`src/rtl/sbs_pkg.sv`:
```
`timescale 1ns/1ps
package sbs_pkg;
    typedef enum logic [1:0] {
        SB_DONE   = 2'd0,
        SB_WAIT   = 2'd1,
        SB_FLIGHT = 2'd2
    } sb_state_e;
endpackage

```
`src/rtl/sbs_entry.sv`:
```
`timescale 1ns/1ps
module sbs_entry
    import sbs_pkg::*;
#(
    parameter int LINE_AW = 26,
    parameter int SUBS    = 4,
    parameter int SUB_W   = $clog2(SUBS)
) (
    input  logic               clk,
    input  logic               rst_n,
    input  logic               alloc,
    input  logic [LINE_AW-1:0] alloc_line,
    input  logic [SUB_W-1:0]   alloc_sub,
    input  logic               raise,
    input  logic [SUB_W-1:0]   raise_sub,
    input  logic               grant,
    input  logic [SUB_W-1:0]   grant_sub,
    input  logic               ret,
    input  logic [SUB_W-1:0]   ret_sub,
    output logic               busy,
    output logic [LINE_AW-1:0] line,
    output logic [SUB_W-1:0]   crit,
    output logic [SUBS-1:0]    pend,
    output logic [SUBS-1:0]    hi,
    output logic [SUBS-1:0]    fly
);
    sb_state_e          sb_q [SUBS];
    sb_state_e          sb_d [SUBS];
    logic [SUBS-1:0]    hi_q, hi_d;
    logic [LINE_AW-1:0] line_q;
    logic [SUB_W-1:0]   crit_q;

    // state register
    always_ff @(posedge clk) begin
        if (!rst_n) begin
            for (int s = 0; s < SUBS; s++) sb_q[s] <= SB_DONE;
            hi_q   <= '0;
            line_q <= '0;
            crit_q <= '0;
        end else begin
            for (int s = 0; s < SUBS; s++) sb_q[s] <= sb_d[s];
            hi_q <= hi_d;
            if (alloc) begin
                line_q <= alloc_line;
                crit_q <= alloc_sub;
            end
        end
    end

    // per-sub-block transitions: ALLOC, GRANT, RETURN, RAISE
    always_comb begin
        for (int s = 0; s < SUBS; s++) begin
            sb_d[s] = sb_q[s];
            hi_d[s] = hi_q[s];
            unique case (sb_q[s])
                SB_DONE: begin
                    if (alloc) begin
                        sb_d[s] = SB_WAIT;
                        hi_d[s] = (alloc_sub == SUB_W'(s));
                    end
                end
                SB_WAIT: begin
                    if (grant && grant_sub == SUB_W'(s)) begin
                        sb_d[s] = SB_FLIGHT;
                        hi_d[s] = 1'b0;
                    end else if (raise && raise_sub == SUB_W'(s)) begin
                        hi_d[s] = 1'b1;
                    end
                end
                SB_FLIGHT: begin
                    if (ret && ret_sub == SUB_W'(s)) sb_d[s] = SB_DONE;
                end
                default: sb_d[s] = SB_DONE;
            endcase
        end
    end

    // outputs
    always_comb begin
        for (int s = 0; s < SUBS; s++) begin
            pend[s] = (sb_q[s] == SB_WAIT);
            fly[s]  = (sb_q[s] == SB_FLIGHT);
        end
        hi   = hi_q;
        busy = |(pend | fly);
        line = line_q;
        crit = crit_q;
    end


    alloc_idle_chk: assert property (@(posedge clk) disable iff (!rst_n)
        alloc |-> !busy);

    grant_wait_chk: assert property (@(posedge clk) disable iff (!rst_n)
        grant |-> pend[grant_sub]);

    ret_fly_chk: assert property (@(posedge clk) disable iff (!rst_n)
        ret |-> fly[ret_sub]);
endmodule

```
`src/rtl/sbs_age.sv`:
```
`timescale 1ns/1ps
module sbs_age #(
    parameter int NENT = 4
) (
    input  logic                       clk,
    input  logic                       rst_n,
    input  logic [NENT-1:0]            alloc_vec,
    input  logic [NENT-1:0]            busy,
    output logic [NENT-1:0][NENT-1:0]  older
);
    logic [NENT-1:0][NENT-1:0] older_q, older_d;

    always_ff @(posedge clk) begin
        if (!rst_n) older_q <= '0;
        else        older_q <= older_d;
    end

    always_comb begin
        older_d = older_q;
        for (int k = 0; k < NENT; k++) begin
            if (alloc_vec[k]) begin
                for (int j = 0; j < NENT; j++) begin
                    older_d[k][j] = 1'b0;
                    if (j != k) older_d[j][k] = busy[j];
                end
            end
        end
    end

    assign older = older_q;


    alloc_one_chk: assert property (@(posedge clk) disable iff (!rst_n)
        $onehot0(alloc_vec));

    for (genvar i = 0; i < NENT; i++) begin : g_row
        for (genvar j = i + 1; j < NENT; j++) begin : g_col

            order_total_chk: assert property (@(posedge clk) disable iff (!rst_n)
                (busy[i] && busy[j]) |-> (older_q[i][j] != older_q[j][i]));
        end
    end
endmodule

```
`src/rtl/sbs_pick.sv`:
```
`timescale 1ns/1ps
module sbs_pick #(
    parameter int NENT  = 4,
    parameter int SUBS  = 4,
    parameter int SUB_W = $clog2(SUBS),
    parameter int ENT_W = $clog2(NENT)
) (
    input  logic                       clk,
    input  logic                       rst_n,
    input  logic [NENT-1:0][SUBS-1:0]  pend,
    input  logic [NENT-1:0][SUBS-1:0]  hi,
    input  logic [NENT-1:0][SUB_W-1:0] crit,
    input  logic [NENT-1:0][NENT-1:0]  older,
    output logic                       gnt_valid,
    output logic [ENT_W-1:0]           gnt_ent,
    output logic [SUB_W-1:0]           gnt_sub,
    output logic                       gnt_hi
);
    logic [NENT-1:0]            has_hi, has_any, cand, win;
    logic [NENT-1:0][SUB_W-1:0] hsub, asub;
    logic                       use_hi;

    always_comb begin
        logic [SUB_W-1:0] s;
        for (int e = 0; e < NENT; e++) begin
            has_hi[e]  = |(pend[e] & hi[e]);
            has_any[e] = |pend[e];
            hsub[e]    = '0;
            asub[e]    = '0;
            // lowest wrap distance from the critical piece wins
            for (int k = SUBS - 1; k >= 0; k--) begin
                s = crit[e] + SUB_W'(k);
                if (pend[e][s] && hi[e][s]) hsub[e] = s;
                if (pend[e][s])             asub[e] = s;
            end
        end
        use_hi = |has_hi;
        cand   = use_hi ? has_hi : has_any;
        for (int e = 0; e < NENT; e++) begin
            win[e] = cand[e];
            for (int j = 0; j < NENT; j++) begin
                if (j != e && cand[j] && !older[e][j]) win[e] = 1'b0;
            end
        end
        gnt_ent = '0;
        for (int e = 0; e < NENT; e++) begin
            if (win[e]) gnt_ent = ENT_W'(e);
        end
        gnt_valid = |has_any;
        gnt_sub   = use_hi ? hsub[gnt_ent] : asub[gnt_ent];
        gnt_hi    = use_hi;
    end


    win_one_chk: assert property (@(posedge clk) disable iff (!rst_n)
        gnt_valid |-> $onehot(win));
endmodule

```
`src/rtl/subblk_splitter.sv`:
```
`timescale 1ns/1ps
module subblk_splitter #(
    parameter int LINE_AW    = 26,
    parameter int LINE_BYTES = 64,
    parameter int SUB_BYTES  = 16,
    parameter int NENT       = 4,
    localparam int SUBS      = LINE_BYTES / SUB_BYTES,
    localparam int SUB_W     = $clog2(SUBS),
    localparam int ENT_W     = $clog2(NENT),
    localparam int SA_W      = LINE_AW + SUB_W
) (
    input  logic               clk,
    input  logic               rst_n,
    input  logic               miss_valid,
    output logic               miss_ready,
    input  logic [LINE_AW-1:0] miss_line,
    input  logic [SUB_W-1:0]   miss_sub,
    output logic               req_valid,
    input  logic               req_ready,
    output logic [SA_W-1:0]    req_addr,
    output logic               req_prio,
    input  logic               ret_valid,
    input  logic [SA_W-1:0]    ret_addr
);
    logic [NENT-1:0]               busy_a, hit, alloc_vec, raise_vec, grant_vec, ret_vec;
    logic [NENT-1:0][LINE_AW-1:0]  line_a;
    logic [NENT-1:0][SUB_W-1:0]    crit_a;
    logic [NENT-1:0][SUBS-1:0]     pend_a, hi_a, fly_a;
    logic [NENT-1:0][NENT-1:0]     older;
    logic [ENT_W-1:0]              free_ent, gnt_ent;
    logic [SUB_W-1:0]              gnt_sub;
    logic                          gnt_valid, gnt_hi, any_hit, accept;
    logic [LINE_AW-1:0]            ret_line;
    logic [SUB_W-1:0]              ret_sub;

    assign ret_line = ret_addr[SA_W-1:SUB_W];
    assign ret_sub  = ret_addr[SUB_W-1:0];

    always_comb begin
        free_ent = '0;
        for (int e = NENT - 1; e >= 0; e--) begin
            if (!busy_a[e]) free_ent = ENT_W'(e);
        end
        for (int e = 0; e < NENT; e++) begin
            hit[e] = busy_a[e] && (line_a[e] == miss_line);
        end
        any_hit    = |hit;
        miss_ready = any_hit || !(&busy_a);
        accept     = miss_valid && miss_ready;
        for (int e = 0; e < NENT; e++) begin
            alloc_vec[e] = accept && !any_hit && (free_ent == ENT_W'(e));
            raise_vec[e] = accept && hit[e];
            grant_vec[e] = gnt_valid && req_ready && (gnt_ent == ENT_W'(e));
            ret_vec[e]   = ret_valid && busy_a[e] && (line_a[e] == ret_line)
                           && fly_a[e][ret_sub];
        end
    end

    for (genvar e = 0; e < NENT; e++) begin : g_ent
        sbs_entry #(.LINE_AW(LINE_AW), .SUBS(SUBS), .SUB_W(SUB_W)) u_ent (
            .clk        (clk),
            .rst_n      (rst_n),
            .alloc      (alloc_vec[e]),
            .alloc_line (miss_line),
            .alloc_sub  (miss_sub),
            .raise      (raise_vec[e]),
            .raise_sub  (miss_sub),
            .grant      (grant_vec[e]),
            .grant_sub  (gnt_sub),
            .ret        (ret_vec[e]),
            .ret_sub    (ret_sub),
            .busy       (busy_a[e]),
            .line       (line_a[e]),
            .crit       (crit_a[e]),
            .pend       (pend_a[e]),
            .hi         (hi_a[e]),
            .fly        (fly_a[e])
        );
    end

    sbs_age #(.NENT(NENT)) u_age (
        .clk       (clk),
        .rst_n     (rst_n),
        .alloc_vec (alloc_vec),
        .busy      (busy_a),
        .older     (older)
    );

    sbs_pick #(.NENT(NENT), .SUBS(SUBS), .SUB_W(SUB_W), .ENT_W(ENT_W)) u_pick (
        .clk       (clk),
        .rst_n     (rst_n),
        .pend      (pend_a),
        .hi        (hi_a),
        .crit      (crit_a),
        .older     (older),
        .gnt_valid (gnt_valid),
        .gnt_ent   (gnt_ent),
        .gnt_sub   (gnt_sub),
        .gnt_hi    (gnt_hi)
    );

    assign req_valid = gnt_valid;
    assign req_addr  = {line_a[gnt_ent], gnt_sub};
    assign req_prio  = gnt_hi;


    req_hold_chk: assert property (@(posedge clk) disable iff (!rst_n)
        (req_valid && !req_ready) |=> req_valid);

    full_stall_chk: assert property (@(posedge clk) disable iff (!rst_n)
        (miss_valid && !miss_ready) |-> (&busy_a));

    uniq_line_chk: assert property (@(posedge clk) disable iff (!rst_n)
        $onehot0(hit));

    issue_fly_chk: assert property (@(posedge clk) disable iff (!rst_n)
        (req_valid && req_ready) |=> fly_a[$past(gnt_ent)][$past(gnt_sub)]);
endmodule

```
`config.mk`:
```
export PLATFORM = sky130hd
export DESIGN_NAME = subblk_splitter
export DESIGN_NICKNAME = d
export VERILOG_FILES = /design/src/rtl/sbs_pkg.sv /design/src/rtl/sbs_entry.sv /design/src/rtl/sbs_age.sv /design/src/rtl/sbs_pick.sv /design/src/rtl/subblk_splitter.sv
export SDC_FILE = /design/constraint.sdc
export NUM_CORES = 1
export LEC_CHECK = 0
export CORE_ASPECT_RATIO = 1.1
export CORE_MARGIN = 2
export CORE_UTILIZATION = 49
export DETAILED_ROUTE_END_ITERATION = 8
export HOLD_SLACK_MARGIN = 0.03
export PLACE_DENSITY = 0.68
export SETUP_SLACK_MARGIN = 0.05
export SYNTH_ARGS = -nofsm -noshare
export SYNTH_HDL_FRONTEND = slang
export SYNTH_SLANG_ARGS = --single-unit
```
`constraint.sdc`:
```
create_clock -name clk -period 4.9 [get_ports clk]
set_input_delay 0.98 -clock clk [delete_from_list [all_inputs] [get_ports clk]]
set_output_delay 0.98 -clock clk [all_outputs]
set_load 0.01 [all_outputs]
```
* Word-level counts from Yosys, hierarchy flattened *
Memory sizes are Yosys's and may differ from the RTL's.
Index checks and enable logic that the tools add are counted.

cells by class
  bitwise logic cells = 25
  eq/ne operators = 87
  reductions and logical operators = 191
  $lt $le $gt $ge = 18
  add/sub/neg operators = 12
  muxes and demuxes = 282

operators with widths
  operator                                                               count
  2-bit two-way mux                                                      105
  26-bit equality test                                                   8
  1-bit logical AND                                                      104
  1-bit two-way mux                                                      101
  2-bit case mux with 3 select lines                                     16
  1-bit binary-select mux with 2-bit select                              36
  2-bit by 3-bit < comparator with 1-bit output, second input constant   18
  26-bit binary-select mux with 2-bit select                             1
  2-bit equality test, second input constant                             26
  4-bit OR reduction                                                     13
  3-bit != test, second input constant                                   16
  3-bit AND reduction                                                    16
  2-bit by 1-bit equality test with 1-bit output, second input constant  21
  2-bit logical NOT                                                      21
  2-bit nonzero test                                                     19
  2-bit by 1-bit != test with 1-bit output, second input constant        16
  1-bit case mux with 2 select lines                                     16
  16-bit OR reduction                                                    2
  26-bit two-way mux                                                     1
  2-bit adder, second input constant                                     8
  4-bit bitwise AND                                                      4
  1-bit bitwise OR                                                       16
  4-bit bitwise OR                                                       4
  4-bit two-way mux                                                      3
  other kinds (8)                                                        24

storage, ports and cells
  RAM bits = 32
  register bits after elaboration = 137
  word-level logic and storage cells = 652
  output and inout port bits = 31
  memories = 4
  bits of input ports = 61

memory list
  name                 words  bits a word  read ports  clocked after memory_dff  write ports  RTL line         text
  g_ent[0].u_ent.sb_q  4      2            4           0                         4            sbs_entry.sv:27  sb_state_e sb_q [SUBS];
  g_ent[1].u_ent.sb_q  4      2            4           0                         4            sbs_entry.sv:27
  g_ent[2].u_ent.sb_q  4      2            4           0                         4            sbs_entry.sv:27
  g_ent[3].u_ent.sb_q  4      2            4           0                         4            sbs_entry.sv:27

* Depth between registers and ports, before layout *
Gate-level depths: netlist of the first run.
An unclocked memory read counts as a cell.

  depth after elaboration = 20
  depth in mapped cells = 17
  depth with buffers taken out = 13

* Hierarchy *
Synthesis of the first run repeated with hierarchy kept, for this count alone.

second synthesis, totals
  cells, all modules = 1388
  area total of the unflattened synthesis = 12807.3 µm²

modules (own cells, without submodules)
  module           seq. area each (µm²)  area an instance (µm²)  instances  cells an instance
  sbs_entry        800.8                 1995.7                  4          201
  subblk_splitter  0.0                   3185.6                  1          358
  sbs_pick         0.0                   1146.1                  1          175
  sbs_age          240.2                 493.0                   1          51

* Least setup slack after synthesis of the first run *
No wires, ideal clock.

  path kind = flip-flop to output port
  start = memory g_ent[1].u_ent.sb_q[1][1] (netlist name)
  end = output req_addr[24]
  cell stages (with the launch flop) = 14
  slack = 706 ps
  path buffers = 3
  arrival = 3214 ps
  cells stage by stage = dfxtp_1 inv_1 ha_1 clkbuf_1 or4_4 nand3_1 a2111oi_4 o2111ai_4 clkbuf_1 buf_1 mux2i_1 nand2_1 o21ai_0 o21ai_0

RTL lines
  item             RTL line               text
  start, declared  sbs_entry.sv:27
  end, declared    subblk_splitter.sv:20  output logic [SA_W-1:0] req_addr,

==> results, run 1 <==
- Setup repair after global routing could not meet its margin everywhere.
- The ratio of total power to cell area is 719 nW/um2.
- In the final layout, the share of cells above drive strength 1 is 0.110.
- Buffers inserted during clock tree synthesis total 17.
- The clock period minus final worst setup slack is 4.83 ns.
- The critical path contains buffers and inverters numbering 5 combined.
- The classification of the worst-slack hold path is reg2reg.
- The worst-case IR drop observed on VDD is 0.363 mV.
- The largest clock skew in the final design is 0.0189 ns.
- The DRC marker count from the first detailed-route iteration is 1,317.
- Along the worst hold path, the cell count comes to 2.
- The clock latency reported for the late side of the worst-skew pair is 0.46 ns.
- Entering global routing, the biggest net connects 84 pins.
- At the end of the flow the core is filled with cells to 0.592.
- The number of port buffers is 91.
- The number of standard cells after synthesis is 1,705.
- The main combinational cell family by area after synthesis is simple AND/OR/NAND/NOR gates.
- The number of unique standard cell types used by synthesis is 84.
- The first global-routing pass estimated 75,600 um of wire.
- Of all cell types, the one taking the most synthesized area is sky130_fd_sc_hd__dfxtp_1.
- The floorplan die height is 175 um.
- Routability-driven placement finished with a final weighted congestion of 1.03.
- The share of synthesized area in the top cell type comes to 0.260.
- Of the total synthesized cell area, the portion taken by XOR and XNOR cells is 0.140.
- Counting every sink on the clock net gives 169.
- In this run the deepest clock path goes through 2 buffers.
- The die outline width is 159 um.
- The detailed-route wire length per cell is 24.2 um.
- The critical path goes through inv_1 -> ha_2 -> buf_4 -> or4_4 -> a2111oi_4 -> o2111ai_4 -> buf_12 -> o22ai_1 -> a21oi_1 -> nor3_4 -> inv_2 -> clkdlybuf4s50_1.
- Yosys attributes the largest share of cell area to sky130_fd_sc_hd__dfxtp_1 26%, sky130_fd_sc_hd__nand2_1 8.8%, sky130_fd_sc_hd__xor2_1 8.1%.
- The global route total overflow is 0.
- TritonCTS built the clock tree.
- The count of cell instances traversed by the critical path is 12.
- The starting density of the core is 0.498.
- STA puts the critical path data arrival time at 3.85 ns.
- In the routed layout, each cell is associated on average with a via count of 6.22.
- The floorplan has 62 rows.
- The actual slew at the worst max-slew pin is 0.977 ns.
- In this run, synthesis produced a sequential element count of 169.
- The region available for standard cell placement spans 26,100 um2.
- Timing would allow up to 207 MHz.
- The kind of end point of the critical path is an output pin.
- Yosys mapped a number of flops with a built-in enable equal to 0.
- The remaining max-slew budget at the tightest pin is 0.348.
- The H-tree generated during clock tree synthesis spans 4 levels.
- 0 antenna diodes ended up in the layout.
- The adder-cell share of the synthesized area is 0.0643.
- The die covers 27,800 um2.
- The root buffer cell chosen for the clock tree is sky130_fd_sc_hd__clkbuf_16.
- In the final design database the tool counted 1,878 nets.
- STA puts the critical path data required time at 3.92 ns.
- Summing every instance area after synthesis gives 13,000 um2.
- The setup violation total in the final timing report is 0.
- The highest cell delay on the worst timing path is 0.52 ns.
- The standard cell area after detailed placement is 14,300 um2.
- Registers take 3390 um2.
- The number of global-route vias before repair is 12,500.
- The fraction of the cycle the final worst path needs is 0.985.
- In this run the static leakage power is 6.13 nW.
- The compound-cell area share of the yosys netlist is 0.173.
- The maximum net fanout on the critical path is 8.
- The startpoint class of the critical path is a flip-flop.
- Across all hold checks on the routed design, the worst slack comes to 0.476 ns.
- The run finished with clean final reports.
- The depth of the worst register-to-register path is 12.
- The clock transition time at the flip-flop clock pins of the worst setup and hold paths is 0.08 ns.
- The design area is 15,400 um2.
- Counting the fill cells in the layout gives 2,468.
- The hold violation total from the final report is 0.
- For this block, the via count after detailed routing is 13,200.
- 92 I/O pins were placed.
- The synthesized netlist net count is 1,832.
- The total half-perimeter wirelength after legalization and detailed placement is 37,100 um.
- In the routed design, unresolved DRC markers number 0.
- Of the synthesized area, sequential elements account for 0.260.
- The family with the most delay on the worst path is buffers and inverters.
- The multi-input combinational cells in the finished layout cover a total of 9020 um2.
- Summed over all layers, the routed wires come to 51,300 um.
- The layout overhead on the synthesized area is 18.7%.
- A synthesized cell averages 7.62 um2.
- The number of antenna violations at the first check in global routing was 0.
- The mux contribution to synthesized area is 0.0762.
- During synthesis, Yosys emitted a total of 0 warnings.
- Of all flip-flops after synthesis, the portion carrying an async set or reset was 0.
- The class of the most critical setup path is reg2out.
- The slowest stage of the critical path belongs to the cell sky130_fd_sc_hd__or4_4.
- The first detailed-routing pass ran for 6 iterations.
- The max-capacitance violation count is 0.
- The number of max-slew violations in the final report is 0.
- The remaining antenna violation count after routing is 0.
- Of the total synthesized cell area, the portion taken by AND, OR, NAND and NOR gates is 0.226.
- The prevailing post-synth register cell is sky130_fd_sc_hd__dfxtp_1.
- The overall track demand over capacity in global routing is 0.357.
[where the power goes]
group          internal [mW]  switching (mW)
registers               1.76           0.596
clock network          0.861           0.645
logic                   2.95            4.27
[placed cells by master, fill, tap and decap left out, drive strengths merged, types with 5 or more instances in the layout]
| cell | count |
|---|---|
| a211oi | 18 |
| a21o | 6 |
| a21oi | 131 |
| a221oi | 7 |
| a22oi | 6 |
| a311oi | 11 |
| and2 | 7 |
| and3 | 6 |
| buf | 78 |
| clkbuf | 21 |
| clkdlybuf4s50 | 69 |
| dfxtp | 169 |
| dlymetal6s2s | 21 |
| ha | 66 |
| inv | 57 |
| mux2 | 5 |
| mux2i | 82 |
| mux4 | 5 |
| nand2 | 306 |
| nand2b | 7 |
| nand3 | 40 |
| nand4 | 52 |
| nand4b | 6 |
| nor2 | 96 |
| nor2b | 10 |
| nor3 | 19 |
| nor4 | 41 |
| o211ai | 10 |
| o21a | 14 |
| o21ai | 83 |
| o21bai | 5 |
| o22ai | 10 |
| o31ai | 6 |
| or2 | 6 |
| or3 | 6 |
| or4 | 7 |
| xnor2 | 88 |
| xor2 | 120 |
[worst reg2reg max path, delay by kind of cell (launching register included)]
| family | cells | cell delay [ns] |
|---|---|---|
| AND/OR/NAND/NOR | 3 | 1.44 |
| adder cells (fa/ha/maj) | 1 | 0.21 |
| buffers and inverters | 4 | 0.68 |
| multiplexers | 1 | 0.26 |
| AO/OA/AOI/OAI | 3 | 1.16 |
| flip-flops | 1 | 0.36 |
[cell type report]
class | instances | area share
multi-input combinational | 1338 | 0.585
tap | 352 | 0.0286
clock inverter | 14 | 0.0126
timing repair buffer | 173 | 0.113
inverter | 52 | 0.0128
sequential | 169 | 0.220
clock buffer | 18 | 0.0278
[metrics by stage]
step / power, mW / cells / setup TNS [ns] / setup WS [ns]
after floorplan: 6.21 / 1705 / 0 / 0.706
after global placement: 8.78 / 2061 / 0 / 0.0633
after detailed placement: 8.83 / 2061 / -0.00267 / -0.00267
after CTS: 10.7 / 2104 / 0 / 0.00797
after global routing: 11.6 / 2116 / -0.0203 / -0.0127
final: 11.1 / 2116 / 0 / 0.0725
[registers in the layout, summed over array words and instances, names as in the netlist]
signal	flops
g_ent.u_ent.line	104
g_ent.u_ent.sb_q	32
g_ent.u_ent.hi	16
u_age.older	9
g_ent.u_ent.crit	8
[cell families (layout without fill, tap and decap cells)]
logic type / count (synthesis) / after routing
fa+ha+maj: 67 / 67
buf+inv: 198 / 257
xor+xnor: 208 / 208
mux: 92 / 92
simple gates: 623 / 623
compound gates: 348 / 348
flops: 169 / 169
[synth_stat cells (7+ instances only)]
library cell	instances
sky130_fd_sc_hd__dfxtp_1	169
sky130_fd_sc_hd__nor2b_1	10
sky130_fd_sc_hd__nand4_1	50
sky130_fd_sc_hd__nand2b_1	7
sky130_fd_sc_hd__a21oi_1	131
sky130_fd_sc_hd__nand2_1	305
sky130_fd_sc_hd__xor2_1	120
sky130_fd_sc_hd__nor3_1	17
sky130_fd_sc_hd__nand3_1	39
sky130_fd_sc_hd__xnor2_1	88
sky130_fd_sc_hd__buf_1	12
sky130_fd_sc_hd__nor2_1	95
sky130_fd_sc_hd__nor4_1	41
sky130_fd_sc_hd__mux2i_1	82
sky130_fd_sc_hd__a211oi_1	17
sky130_fd_sc_hd__o21a_1	14
sky130_fd_sc_hd__ha_1	66
sky130_fd_sc_hd__clkbuf_1	125
sky130_fd_sc_hd__o211ai_1	10
sky130_fd_sc_hd__a311oi_1	11
sky130_fd_sc_hd__o22ai_1	10
sky130_fd_sc_hd__o21ai_0	83
sky130_fd_sc_hd__inv_1	49
sky130_fd_sc_hd__and2_1	7
[layer usage]
layer  wire length (um)  vias to the layer above  GRT usage
li1                   -                     5998          -
met1              19400                     6241      0.424
met2              24400                      743      0.608
met3               4000                      186     0.0508
met4               3510                        0      0.225
met5                  0                        -          0
[worst paths after layout]
path	from	to	slack, ns
setup / recovery	g_ent[1].u_ent.sb_q[2][1]	req_addr[0]	0.07
hold / removal	g_ent[0].u_ent.sb_q[0][1]	g_ent[0].u_ent.sb_q[0][1]	0.48
setup reg to reg	g_ent[1].u_ent.sb_q[2][1]	g_ent[2].u_ent.sb_q[0][4]	0.71
hold reg to reg	g_ent[0].u_ent.sb_q[0][1]	g_ent[0].u_ent.sb_q[0][1]	0.48
[timing repair]
action                                  in CTS  in global routing
hold buffers                                 0                  0
resized for setup                           18                 53
pin swaps                                    4                 10
endpoints found under the setup margin      29                 29
setup buffers                                9                 10
cloned                                       2                  2
(Power assumes the default switching activity.)
==> run 2: changes to the inputs <==
Settings changed: SLEW_MARGIN set to 20.
==> results of run 2 <==
No change in the layout: final DEF, timing and power equal those of run 1.
==> run 3: changes to the inputs <==
Settings changed: SKIP_CTS_REPAIR_TIMING set to 1.
Clock period 4.9 ns to 5.5 ns, I/O delays scaled along.
==> results, run 3 (same netlist as run 1, synthesis figures left out) <==
- The internal power of the cells totals 4.50 mW.
- The die is 175 um tall.
- The total clock buffers created by CTS is 17.
- For this block, the routed nets add up to 49,500 um of wire.
- The share of total power dissipated in combinational logic is 0.626.
- The clock root buffer is sky130_fd_sc_hd__clkbuf_16.
- The number of ports placed on the die boundary is 92.
- The number of sinks driven by the clock tree is 169.
- The total chip power is 9.10 mW.
- The analysis attributes to cell leakage a power of 5.46 nW.
- The top cell types in the final layout, fill and taps aside, are 305 x sky130_fd_sc_hd__nand2_1, 169 x sky130_fd_sc_hd__dfxtp_1, 131 x sky130_fd_sc_hd__a21oi_1.
- The maximum number of pins on one net before global-route repair is 92.
- The commonest non-fill, non-tap cell in the layout is sky130_fd_sc_hd__nand2_1.
- The share of power burned in registers is 0.232.
- The DRC marker count from the first detailed-route iteration is 1,131.
- The standard cell area after detailed placement is 14,000 um2.
- The worst setup path is captured at an output pin.
- The post-detailed-route DRC marker count is 0.
- The proportion of total power due to net switching is 0.506.
- After detailed routing, the average wire length per cell comes to 23.9 um.
- The critical path in this run is classified as reg2out.
- The path class of the tightest hold or removal check is reg2reg.
- The clock transition time at the flip-flop clock pins of the worst setup and hold paths is 0.07 ns.
- The global-route wire length before repair is 74,000 um.
- The die covers 27,800 um2.
- The number of antenna violations at the first check in global routing is 1.
- The finished cells cover 14,700 um2.
- The depth of the worst register-to-register path is 14.
- The total via count after detailed routing is 12,600.
- The hold violation total from the final report was 0.
- The number of flip-flops in the largest register is 104.
- The net count of the finished layout is 1,827.
- The number of max-slew violations in the final report is 0.
- In the global route stage, overall resource usage came out at 0.351.
- Setup repair after global routing left no endpoint under its margin.
- The worst flop-to-flop path startpoint is g_ent[0].u_ent.sb_q[1][1].
- At the worst endpoint, the arrival time is 4.15 ns.
- The routability congestion estimate is 1.03.
- The max-capacitance violation count is 0.
- IR analysis of the VDD net gives a maximum drop of 0.405 mV.
- The remaining antenna violation count after routing is 0.
- The total overflow left after global routing is 0.
- The aggregate negative setup slack is 0 ns.
- The clock period could shrink to 5.25 ns.
- Relative to the synthesized area, the layout overhead comes to 13.0%.
- The number of port buffers is 91.
- The largest clock skew in the final design is 0.0162 ns.
- Data on the critical path is required at its endpoint by 4.40 ns.
- The clock latency reported for the late side of the worst-skew pair is 0.45 ns.
- The core region is 26,100 um2.
- Tracing the worst setup path back leads to its startpoint at g_ent[1].u_ent.sb_q[1][1].
- Following the worst setup path forward leads to its endpoint at req_addr[16].
- For this design the total switching power over the nets is 4.60 mW.
- The run finished with clean final reports.
- The end of the worst register-to-register path is g_ent[1].u_ent.sb_q[0][1].
- TritonCTS built the clock tree.
- Of the cells placed in the final design, the portion with a size suffix greater than 1 is 0.0665.
- The number of global-route vias before repair came to 12,100.
- Using the TritonRoute via totals, the vias-per-cell ratio works out to 6.10.
- The fraction of the cycle the final worst path needs is 0.955.
- The initialized floorplan defines 62 standard-cell rows.
- The setup violation total in the final timing report is 0.
- The total half-perimeter wirelength after legalization and detailed placement is 37,900 um.
- The H-tree depth is 4.
- The ratio of total power to cell area is 620 nW/um2.
- The first detailed-routing pass ran for 6 iterations.
- The startpoint class of the critical path is a flip-flop.
- Measured along the x axis, the die boundary spans 159 um.
- Of the total power, the clock network draws 0.142.
- At the pin with the least slew margin, the transition time is 1.05 ns.
- The register-to-register setup slack is 1.26 ns.
- Measured on the finished design, the core utilization comes to 0.563.
- For this run, the top clock speed supported by timing is 190 MHz.
- Measured against its own limit, the worst slew margin works out to 0.298.
- The maximum net fanout on the critical path is 19.
- The clock passes through at most 2 buffers.
- The layout filler cell count is 2,509.
- The starting density of the core is 0.498.
==> run 3: critical path, cell delays in order, from the launching register on <==
cell                              delay (ns)
sky130_fd_sc_hd__dfxtp_1                0.36
sky130_fd_sc_hd__inv_1                  0.09
sky130_fd_sc_hd__ha_1                   0.33
sky130_fd_sc_hd__or4_4                  0.60
sky130_fd_sc_hd__nand3_1                0.18
sky130_fd_sc_hd__a2111oi_4              0.06
sky130_fd_sc_hd__o2111ai_4              0.48
sky130_fd_sc_hd__buf_6                  0.35
sky130_fd_sc_hd__mux2i_1                0.13
sky130_fd_sc_hd__nand2_1                0.07
sky130_fd_sc_hd__o21ai_0                0.13
sky130_fd_sc_hd__o21ai_0                0.31
sky130_fd_sc_hd__clkdlybuf4s50_1        0.60
==> run 3: routing by layer <==
metal / GRT usage / routed length, um / up-vias / share of wire
li1: - / - / 5896 / -
met1: 0.406 / 19200 / 5989 / 0.39
met2: 0.620 / 24300 / 582 / 0.49
met3: 0.0498 / 2990 / 143 / 0.061
met4: 0.200 / 3020 / 0 / 0.061
met5: 0 / 0 / - / 0
==> run 3: area by class of cell <==
type / count / area, um2 / area share
Tap cell: 352 / 440 / 0.0300
Antenna cell: 1 / 2.50 / 0.000170
Clock inverter: 13 / 166 / 0.0113
Timing Repair Buffer: 122 / 1160 / 0.0789
Sequential cell: 169 / 3380 / 0.231
Multi-Input combinational cell: 1338 / 8890 / 0.605
Inverter: 52 / 198 / 0.0135
Clock buffer: 19 / 443 / 0.0302
==> run 3: how the worst min path moves through the flow <==
stage | from | end | slack, ns | cells after the start
6_report | g_ent[0].u_ent.sb_q[0][1] | g_ent[0].u_ent.sb_q[0][1] | 0.48 | 2
4_1_cts | g_ent[2].u_ent.sb_q[0][5] | g_ent[2].u_ent.sb_q[0][5] | 0.48 | 2
5_1_grt | g_ent[1].u_ent.sb_q[0][1] | g_ent[1].u_ent.sb_q[0][1] | 0.50 | 2
2_1_floorplan | g_ent[0].u_ent.sb_q[0][1] | g_ent[0].u_ent.sb_q[0][1] | 0.45 | 2
3_5_place_dp | g_ent[2].u_ent.sb_q[0][5] | g_ent[2].u_ent.sb_q[0][5] | 0.47 | 2
3_3_place_gp | g_ent[0].u_ent.sb_q[2][1] | g_ent[0].u_ent.sb_q[2][1] | 0.46 | 2
==> run 3: stage by stage <==
step                std cells  hold WS (ns)  setup WS [ns]
global route             2066         0.503         0.0748
floorplan                1705         0.451           1.19
CTS                      2065         0.481          0.166
finish                   2066         0.480          0.245
global placement         2033         0.462          0.541
detailed placement       2033         0.472          0.490
==> run 3: power by group through the flow <==
stage	registers [mW]	clock network, mW	logic, mW
5_1_grt	2.15	1.34	6.07
2_1_floorplan	1.89	0	3.64
4_1_cts	2.10	1.30	5.58
3_5_place_dp	2.12	0	5.53
6_report	2.11	1.29	5.70
3_3_place_gp	2.12	0	5.50
